## src/rtl/pt_walker_pkg.sv

```systemverilog
package pt_walker_pkg;

    typedef enum logic [1:0] {
        S_IDLE   = 2'd0,
        S_FETCH  = 2'd1,
        S_REPORT = 2'd2
    } walk_state_e;

    // Fault encodings seen on the fault_code port
    localparam logic [2:0] FC_ACCESS    = 3'd0;
    localparam logic [2:0] FC_ON_READ   = 3'd1;
    localparam logic [2:0] FC_ON_WRITE  = 3'd2;
    localparam logic [2:0] FC_ON_EXEC   = 3'd3;
    localparam logic [2:0] FC_NOT_VALID = 3'd4;

    // Permission mask bit positions
    localparam int PERM_RD = 0;
    localparam int PERM_WR = 1;
    localparam int PERM_EX = 2;
    localparam logic [2:0] PERM_ALL = 3'b111;

    // Table entry fields
    localparam int PTE_W          = 64;
    localparam int PTE_VALID_BIT  = 0;
    localparam int PTE_FOR_BIT    = 1;
    localparam int PTE_FOW_BIT    = 2;
    localparam int PTE_FOE_BIT    = 3;
    localparam int PTE_KREAD_BIT  = 8;
    localparam int PTE_KWRITE_BIT = 12;
    localparam int PTE_FRAME_LSB  = 32;

endpackage

```

## src/rtl/pt_prescreen.sv

```systemverilog
module pt_prescreen
    import pt_walker_pkg::*;
#(
    parameter int VA_W        = 64,
    parameter int VA_IMPL     = 43,
    parameter int PRIV_W      = 2,
    parameter int SP_LOW_BITS = 40,
    parameter int SP_MOVED_TO = 43
) (
    input  logic [VA_W-1:0]   va,
    input  logic              phys_mode,
    input  logic [PRIV_W-1:0] priv,
    output logic              resolved,
    output logic              fault,
    output logic [2:0]        code,
    output logic [VA_W-1:0]   paddr,
    output logic [2:0]        perm
);
    localparam int HI_N = VA_W - VA_IMPL;

    logic [HI_N-1:0] hi_bits;
    logic            sign_ok;
    logic            in_window;
    logic            is_kernel;
    logic [VA_W-1:0] window_pa;

    assign hi_bits   = va[VA_W-1:VA_IMPL];
    assign sign_ok   = (&hi_bits) | (~|hi_bits);
    assign in_window = va[VA_W-1] && (va[VA_IMPL-1 -: 2] == 2'b10);
    assign is_kernel = (priv == '0);

    always_comb begin
        window_pa                  = '0;
        window_pa[SP_LOW_BITS-1:0] = va[SP_LOW_BITS-1:0];
        window_pa[SP_MOVED_TO]     = va[SP_LOW_BITS];
    end

    always_comb begin
        resolved = 1'b1;
        fault    = 1'b0;
        code     = FC_ACCESS;
        paddr    = '0;
        perm     = '0;
        if (phys_mode) begin
            paddr = va;
            perm  = PERM_ALL;
        end else if (!sign_ok) begin
            fault = 1'b1;
        end else if (in_window && !is_kernel) begin
            fault = 1'b1;
        end else if (in_window) begin
            paddr = window_pa;
            perm  = PERM_ALL;
        end else begin
            resolved = 1'b0;
        end
    end

endmodule

```

## src/rtl/pt_entry_addr.sv

```systemverilog
module pt_entry_addr #(
    parameter int VA_W        = 64,
    parameter int PG_BITS     = 13,
    parameter int IDX_W       = 10,
    parameter int LEVELS      = 3,
    parameter int ENTRY_SHIFT = 3,
    parameter int LVL_W       = (LEVELS > 1) ? $clog2(LEVELS) : 1
) (
    input  logic [VA_W-1:0]  va,
    input  logic [VA_W-1:0]  base,
    input  logic [LVL_W-1:0] level,
    output logic [VA_W-1:0]  addr
);
    localparam int TOP_USED = PG_BITS + IDX_W * LEVELS;

    logic [IDX_W-1:0] idx_lvl [LEVELS];
    logic [IDX_W-1:0] sel;
    logic             unused_va;

    // Level 0 takes the highest field, the last level the one above the offset
    for (genvar g = 0; g < LEVELS; g++) begin : g_idx
        assign idx_lvl[g] = va[PG_BITS + IDX_W*(LEVELS-1-g) +: IDX_W];
    end

    always_comb begin
        sel = '0;
        for (int i = 0; i < LEVELS; i++) begin
            if (level == LVL_W'(i)) sel = idx_lvl[i];
        end
    end

    assign addr      = base + (VA_W'(sel) << ENTRY_SHIFT);
    assign unused_va = ^{va[PG_BITS-1:0], va[VA_W-1:TOP_USED]};

endmodule

```

## src/rtl/pt_leaf_check.sv

```systemverilog
module pt_leaf_check
    import pt_walker_pkg::*;
#(
    parameter int VA_W    = 64,
    parameter int PG_BITS = 13,
    parameter int PRIV_W  = 2
) (
    input  logic [PTE_W-1:0]   pte,
    input  logic [PG_BITS-1:0] va_off,
    input  logic [2:0]         need,
    input  logic [PRIV_W-1:0]  priv,
    output logic               fault,
    output logic [2:0]         code,
    output logic [VA_W-1:0]    paddr,
    output logic [2:0]         perm
);
    localparam int NPRIV   = 1 << PRIV_W;
    localparam int FRAME_W = PTE_W - PTE_FRAME_LSB;

    logic [NPRIV-1:0] rd_field;
    logic [NPRIV-1:0] wr_field;
    logic             rd_ok;
    logic             wr_ok;
    logic [2:0]       granted;
    logic [2:0]       fo_mask;
    logic [2:0]       reduced;
    logic [VA_W-1:0]  frame_pa;
    logic             unused_pte;

    assign rd_field = pte[PTE_KREAD_BIT +: NPRIV];
    assign wr_field = pte[PTE_KWRITE_BIT +: NPRIV];
    assign rd_ok    = rd_field[priv];
    assign wr_ok    = wr_field[priv];

    always_comb begin
        granted          = '0;
        granted[PERM_RD] = rd_ok;
        granted[PERM_EX] = rd_ok;
        granted[PERM_WR] = wr_ok;
        fo_mask          = '0;
        fo_mask[PERM_RD] = pte[PTE_FOR_BIT];
        fo_mask[PERM_WR] = pte[PTE_FOW_BIT];
        fo_mask[PERM_EX] = pte[PTE_FOE_BIT];
    end

    assign reduced  = granted & ~fo_mask;
    assign frame_pa = (VA_W'(pte[PTE_W-1:PTE_FRAME_LSB]) << PG_BITS)
                    | VA_W'(va_off);

    always_comb begin
        fault = 1'b1;
        code  = FC_ACCESS;
        paddr = '0;
        perm  = '0;
        if (!pte[PTE_VALID_BIT]) begin
            code = FC_NOT_VALID;
        end else if ((need != '0) && ((granted & need) == '0)) begin
            code = FC_ACCESS;
        end else if ((need != '0) && ((reduced & need) == '0)) begin
            if (need[PERM_EX])      code = FC_ON_EXEC;
            else if (need[PERM_WR]) code = FC_ON_WRITE;
            else                    code = FC_ON_READ;
        end else begin
            fault = 1'b0;
            paddr = frame_pa;
            perm  = reduced;
        end
    end

    assign unused_pte = ^{pte[PTE_KREAD_BIT-1:PTE_FOE_BIT+1],
                          pte[PTE_FRAME_LSB-1:PTE_KWRITE_BIT+NPRIV]};
    localparam int FRAME_CHECK = FRAME_W;

endmodule

```

## src/rtl/pt_walker.sv

```systemverilog
module pt_walker
    import pt_walker_pkg::*;
#(
    parameter int VA_W    = 64,
    parameter int VA_IMPL = 43,
    parameter int PG_BITS = 13,
    parameter int IDX_W   = 10,
    parameter int LEVELS  = 3,
    parameter int PRIV_W  = 2
) (
    input  logic              clk,
    input  logic              rst_n,
    input  logic              start,
    input  logic [VA_W-1:0]   vaddr,
    input  logic [2:0]        need,
    input  logic [PRIV_W-1:0] priv,
    input  logic              phys_mode,
    input  logic [VA_W-1:0]   ptbase,
    output logic              mem_req,
    output logic [VA_W-1:0]   mem_addr,
    input  logic              mem_valid,
    input  logic [PTE_W-1:0]  mem_rdata,
    output logic              done,
    output logic              fault,
    output logic [2:0]        fault_code,
    output logic [VA_W-1:0]   paddr,
    output logic [2:0]        perm
);
    localparam int LVL_W = (LEVELS > 1) ? $clog2(LEVELS) : 1;
    localparam logic [LVL_W-1:0] LAST_LVL = LVL_W'(LEVELS - 1);

    walk_state_e state_q, state_d;

    logic [LVL_W-1:0]  level_q;
    logic [VA_W-1:0]   base_q;
    logic [VA_W-1:0]   va_q;
    logic [2:0]        need_q;
    logic [PRIV_W-1:0] priv_q;

    logic              res_fault;
    logic [2:0]        res_code;
    logic [VA_W-1:0]   res_paddr;
    logic [2:0]        res_perm;

    logic              pre_resolved;
    logic              pre_fault;
    logic [2:0]        pre_code;
    logic [VA_W-1:0]   pre_paddr;
    logic [2:0]        pre_perm;

    logic              leaf_fault;
    logic [2:0]        leaf_code;
    logic [VA_W-1:0]   leaf_paddr;
    logic [2:0]        leaf_perm;

    logic              at_leaf;
    logic              upper_invalid;
    logic              upper_noread;
    logic [VA_W-1:0]   next_base;

    pt_prescreen #(
        .VA_W    (VA_W),
        .VA_IMPL (VA_IMPL),
        .PRIV_W  (PRIV_W)
    ) u_prescreen (
        .va        (vaddr),
        .phys_mode (phys_mode),
        .priv      (priv),
        .resolved  (pre_resolved),
        .fault     (pre_fault),
        .code      (pre_code),
        .paddr     (pre_paddr),
        .perm      (pre_perm)
    );

    pt_entry_addr #(
        .VA_W    (VA_W),
        .PG_BITS (PG_BITS),
        .IDX_W   (IDX_W),
        .LEVELS  (LEVELS),
        .LVL_W   (LVL_W)
    ) u_entry_addr (
        .va    (va_q),
        .base  (base_q),
        .level (level_q),
        .addr  (mem_addr)
    );

    pt_leaf_check #(
        .VA_W    (VA_W),
        .PG_BITS (PG_BITS),
        .PRIV_W  (PRIV_W)
    ) u_leaf (
        .pte    (mem_rdata),
        .va_off (va_q[PG_BITS-1:0]),
        .need   (need_q),
        .priv   (priv_q),
        .fault  (leaf_fault),
        .code   (leaf_code),
        .paddr  (leaf_paddr),
        .perm   (leaf_perm)
    );

    assign at_leaf       = (level_q == LAST_LVL);
    assign upper_invalid = !mem_rdata[PTE_VALID_BIT];
    assign upper_noread  = !mem_rdata[PTE_KREAD_BIT];
    assign next_base     = VA_W'(mem_rdata[PTE_W-1:PTE_FRAME_LSB]) << PG_BITS;

    // State register
    always_ff @(posedge clk) begin
        if (!rst_n) state_q <= S_IDLE;
        else        state_q <= state_d;
    end

    // Next state
    always_comb begin
        state_d = state_q;
        unique case (state_q)
            S_IDLE: begin
                if (start) state_d = pre_resolved ? S_REPORT : S_FETCH;
            end
            S_FETCH: begin
                if (mem_valid && (at_leaf || upper_invalid || upper_noread))
                    state_d = S_REPORT;
            end
            S_REPORT: state_d = S_IDLE;
            default:  state_d = S_IDLE;
        endcase
    end

    // Walk context and result registers
    always_ff @(posedge clk) begin
        if (!rst_n) begin
            level_q   <= '0;
            base_q    <= '0;
            va_q      <= '0;
            need_q    <= '0;
            priv_q    <= '0;
            res_fault <= 1'b0;
            res_code  <= FC_ACCESS;
            res_paddr <= '0;
            res_perm  <= '0;
        end else begin
            unique case (state_q)
                S_IDLE: begin
                    if (start) begin
                        va_q    <= vaddr;
                        need_q  <= need;
                        priv_q  <= priv;
                        base_q  <= ptbase;
                        level_q <= '0;
                        if (pre_resolved) begin
                            res_fault <= pre_fault;
                            res_code  <= pre_code;
                            res_paddr <= pre_paddr;
                            res_perm  <= pre_perm;
                        end
                    end
                end
                S_FETCH: begin
                    if (mem_valid) begin
                        if (at_leaf) begin
                            res_fault <= leaf_fault;
                            res_code  <= leaf_code;
                            res_paddr <= leaf_paddr;
                            res_perm  <= leaf_perm;
                        end else if (upper_invalid) begin
                            res_fault <= 1'b1;
                            res_code  <= FC_NOT_VALID;
                            res_paddr <= '0;
                            res_perm  <= '0;
                        end else if (upper_noread) begin
                            res_fault <= 1'b1;
                            res_code  <= FC_ACCESS;
                            res_paddr <= '0;
                            res_perm  <= '0;
                        end else begin
                            base_q  <= next_base;
                            level_q <= level_q + LVL_W'(1);
                        end
                    end
                end
                S_REPORT: ;
                default: ;
            endcase
        end
    end

    assign mem_req    = (state_q == S_FETCH);
    assign done       = (state_q == S_REPORT);
    assign fault      = res_fault;
    assign fault_code = res_code;
    assign paddr      = res_paddr;
    assign perm       = res_perm;

    // a pending read keeps its address until data returns
    a_r9_req_hold: assert property (@(posedge clk) disable iff (!rst_n)
        (mem_req && !mem_valid) |=> (mem_req && $stable(mem_addr)));

    // completion is a single-cycle pulse
    a_r10_done_pulse: assert property (@(posedge clk) disable iff (!rst_n)
        done |=> !done);

    // no read is outstanding while reporting
    a_r10_report_no_req: assert property (@(posedge clk) disable iff (!rst_n)
        done |-> !mem_req);

    // a faulted result carries no address or permission
    a_r10_fault_clean: assert property (@(posedge clk) disable iff (!rst_n)
        (done && fault) |-> (paddr == '0 && perm == '0));

    // only defined fault codes are reported
    a_r5_code_range: assert property (@(posedge clk) disable iff (!rst_n)
        done |-> (fault_code <= FC_NOT_VALID));

    // physical mode resolves next cycle with the input address
    a_r1_bypass: assert property (@(posedge clk) disable iff (!rst_n)
        (state_q == S_IDLE && start && phys_mode) |=>
        (done && !fault && perm == PERM_ALL && paddr == $past(vaddr)));

    // success always covers what was needed
    a_r8_need_met: assert property (@(posedge clk) disable iff (!rst_n)
        (done && !fault) |-> ((need_q == '0) || ((perm & need_q) != '0)));

endmodule

```

## config.mk

```make
export PLATFORM = sky130hd
export DESIGN_NAME = pt_walker
export DESIGN_NICKNAME = d
export VERILOG_FILES = /design/src/rtl/pt_walker_pkg.sv /design/src/rtl/pt_prescreen.sv /design/src/rtl/pt_entry_addr.sv /design/src/rtl/pt_leaf_check.sv /design/src/rtl/pt_walker.sv
export SDC_FILE = /design/constraint.sdc
export NUM_CORES = 1
export LEC_CHECK = 0
export BUFFER_PORTS_ARGS = -buffer_cell sky130_fd_sc_hd__buf_2
export CORE_MARGIN = 2
export CORE_UTILIZATION = 39
export DETAILED_ROUTE_END_ITERATION = 6
export GPL_ROUTABILITY_DRIVEN = 0
export PLACE_DENSITY = 0.69
export SYNTH_ARGS = -nofsm -noshare
export SYNTH_HDL_FRONTEND = slang
export SYNTH_SLANG_ARGS = --single-unit
```

## constraint.sdc

```tcl
create_clock -name clk -period 4.35 [get_ports clk]
set_input_delay 0.435 -clock clk [delete_from_list [all_inputs] [get_ports clk]]
set_output_delay 0.435 -clock clk [all_outputs]
set_load 0.005 [all_outputs]
```

==> out/results.txt <==
The worst reg2reg path depth is 8, and the largest vdd supply drop is 0.223 mV. Data arrives at the worst endpoint at 3.66 ns. The clock passes through at most 2 buffers. For the pin with the worst max-slew slack, the measured transition is 1.04 ns. In this run, the number of DRC markers left after iteration 0 of detailed routing was 830. STA classifies the critical path startpoint as a register. After the last flow step, the layout net total stands at 1654. The flow ran to the end, and the final reports show no timing, DRC or antenna violations. The most frequent cell after synthesis is sky130_fd_sc_hd__nand2_1. Net load switching power: 1450 uW. The synthesis warning total is 0, and the x dimension of the die is 160 um.

The H-tree generated during clock tree synthesis spans 4 levels. The worst hold path passes through 3 cells. For the register share of total power, the log shows 44.1%. The fraction of layout cells with a size suffix above 1 came out at 27.8%.

The largest stage delay on the critical path was 0.38 ns. For this configuration, the core starts out at a cell density of 39.5%. For this run, asynchronously set or reset flops after synthesis account for 0%.

Standard cell with the maximum stage delay on the critical path: sky130_fd_sc_hd__a22o_1. The logs give 0.0203 ns for the clock skew after layout and 15 for the initial antenna violation count. The DRC violation count after routing was 0; the synthesis-to-finish area growth was 25.9%. Setup repair after global routing left no endpoint under its margin. The power density over the cells works out to 371 nW/um^2.

Summing every instance area after synthesis gives 9520 um^2. Of all nets on the critical path, the largest fanout is 8. The count of nets left with antenna violations once routing finished came out at 0. The highest clock rate was 244 MHz. CTS placed an instance of sky130_fd_sc_hd__clkbuf_16 at the clock tree root. Destination of the worst register-to-register timing path: paddr[57]. The top flip-flop cell by instance count after synthesis is sky130_fd_sc_hd__dfxtp_1. In the final timing run, aggregate negative setup slack is 0 ns.

The endpoint with the worst hold slack was need_q[2]. The final critical delay including setup and external delays was 4.10 ns. Sorting the synthesized cells by area gives the leading types as sky130_fd_sc_hd__dfxtp_1, sky130_fd_sc_hd__nand2_1, sky130_fd_sc_hd__a311oi_1. The number of slew-limit violations in the final report was 0.

The largest total area in the synthesized netlist belongs to sky130_fd_sc_hd__dfxtp_1. Clock-pin slew was measured on the worst setup and hold paths at 0.10 ns. Prior to clock tree synthesis, the placed netlist has a worst setup slack of 0.362 ns. After technology mapping, the gate count stands at 1190. The tools report the total number of vias as 10000. After detailed routing, the total wire length is 34700 um.

The later pin in the worst-skew pair is clocked with a latency of 0.45 ns. The number of buffer cells added on primary ports is 318, and the total global-route track usage is 25.9%. TritonCTS built the clock tree. At the end of the flow the core is filled with cells to 49.7%. The final worst slack is 0.255 ns, and the clock network power share is 38.4%. For the maximum number of pins on one net before global-route repair, the log shows 90. After detailed routing, the number of vias per cell comes to 5.61.

STA puts the critical path data required time at 3.91 ns. Per report_power, the combinational group accounts for 17.5% of the total. The number of setup violations in the final report came out at 0. The internal power came out at 3000 uW.

The floorplan has 57 rows. The region available for standard cell placement spans 24100 um^2. Worst reg2reg path startpoint: level_q[0]. The tools report the length of the first detailed-routing pass in iterations as 5. Counting instances in the post-synthesis netlist gives the leading cell types as sky130_fd_sc_hd__nand2_1, sky130_fd_sc_hd__dfxtp_1, sky130_fd_sc_hd__a21oi_1. The mean cell area of the mapped netlist was 8.00 um^2; the share of Yosys cell area claimed by the top area cell type was 39.3%.

The portion of the clock cycle consumed by the worst path in the final layout was 94.1%. Net switching is 32.5% of the power. The tools report the global-route wire length before repair as 52100 um. In this run the static leakage power is 0.00492 uW. Yosys mapped the design onto 55 distinct sky130hd cell types. Synthesis produced a netlist with a net count of 1406. The tool flagged a number of max-cap violations equal to 0. In this run the most critical hold path is launched from need[2]. The die is 160 um tall. Buffers inserted during clock tree synthesis total 17.

The residual overflow from global routing was 0. In this run the register-to-register setup slack is 1.42 ns. Number of fill cells: 2436.

The critical path goes through inv_1 > ha_1 > buf_4 > nand2_1 > nor2_1 > a21oi_1 > o21ai_0 > ha_1 > o21ai_0 > o21a_1 > nor3_1 > buf_4 > a22o_1 > nand4_1 > xnor2_1 > buf_2. The critical setup path kind was reg2out. During I/O placement, the number of pins put on the boundary was 339. The relative max-transition margin came out at 30.6%. After detailed routing, the average wire length per cell comes to 19.4 um. The via count of the first global-routing pass is 9404.

Sequential elements use 39.3% of the synthesized area. In this run the worst hold path is classified as in2reg. The worst setup path is captured at an output pin.

The number of flops mapped to enable cells by yosys works out to 0. The die covers 25700 um^2. The total count of hold-check failures in the final report was 0. After synthesis the netlist holds a flip-flop and latch count of 187. Clock tree synthesis found a total of 187 sinks. The tools report the half-perimeter wire length of the detailed placement result as 25600 um.
[worst max path at each step]
| stage | from | to |
|---|---|---|
| 3_5_place_dp | level_q[1] | mem_addr[63] |
| 4_1_cts | level_q[0] | mem_addr[17] |
| 2_1_floorplan | level_q[0] | mem_addr[43] |
| 6_report | level_q[1] | mem_addr[44] |
| 3_3_place_gp | level_q[1] | mem_addr[57] |
| 5_1_grt | level_q[1] | mem_addr[44] |
[cell type report]
type	count	area [um^2]	share of cell area (%)
Sequential cell	187	3740	31.3
Tap cell	324	405	3.38
Timing Repair Buffer	338	1770	14.7
Inverter	16	65.1	0.543
Clock buffer	17	425	3.55
Multi-Input combinational cell	878	5320	44.4
Antenna cell	9	22.5	0.188
Clock inverter	15	231	1.93
[cells in the final DEF (no fill, tap or decap), drive strengths merged, types with 5 or more instances in the layout]
cell	n
nand3	56
xor2	11
a311oi	76
a21oi	122
a32o	21
clkbuf	17
xnor2	45
nor2b	6
ha	13
diode	9
nor2	100
and3	12
o211ai	41
o21ai	23
nor4	7
a22oi	32
a21o	5
nand4	24
a211oi	7
clkinv	6
nand2	215
dfxtp	187
a32oi	6
nor3	13
and4	6
inv	25
buf	338
[flip-flops by register name, indices dropped and copies added (netlist names)]
signal	count
base_q	64
fault	1
fault_code	3
level_q	2
need_q	3
paddr	64
perm	3
priv_q	2
state_q	2
va_q	43
[layer usage]
metal	track usage [%]	wire length, um
met1	32.0	14500
met2	42.6	16200
met3	7.71	2840
met4	9.66	1020
met5	0	65
[power groups by stage]
| stage | registers (uW) | logic [uW] | clock network [uW] |
|---|---|---|---|
| 5_1_grt | 1980 | 854 | 1800 |
| 3_3_place_gp | 1990 | 765 | 0 |
| 6_report | 1960 | 777 | 1700 |
| 2_1_floorplan | 1970 | 454 | 0 |
| 4_1_cts | 1960 | 778 | 1730 |
| 3_5_place_dp | 2000 | 777 | 0 |
[stage by stage]
stage | area, um^2 | cells | total power [uW] | hold slack (ns)
2_1_floorplan | 9520 | 1190 | 2420 | 0.437
3_3_place_gp | 11200 | 1742 | 2760 | 0.442
3_5_place_dp | 11200 | 1742 | 2770 | 0.447
4_1_cts | 11900 | 1774 | 4470 | 0.204
5_1_grt | 12000 | 1779 | 4630 | 0.204
6_report | 12000 | 1784 | 4440 | 0.217
[worst max-delay path, delay by kind of cell (launching register included)]
kind | cells | cell delay [ns]
xor+xnor | 1 | 0.19
fa+ha+maj | 2 | 0.59
compound gates | 5 | 0.95
flops | 1 | 0.37
simple gates | 4 | 0.53
buf+inv | 4 | 0.59
[repair_timing]
| action | in CTS | in global routing |
|---|---|---|
| buffers inserted | 0 | 1 |
| gates resized for setup | 1 | 8 |
| setup endpoints to repair | 18 | 29 |
| hold buffers | 0 | 0 |
| pin swaps | 0 | 2 |
[logic make-up after synthesis]
logic type / share of synthesized area [%]
multiplexers: 0.473
flip-flops: 39.3
AO/OA/AOI/OAI: 26.4
AND/OR/NAND/NOR: 21.1
XOR/XNOR: 5.15
buffers and inverters: 5.64
adder cells (fa/ha/maj): 1.92
No activity file was read; power rests on OpenSTA's default activity.
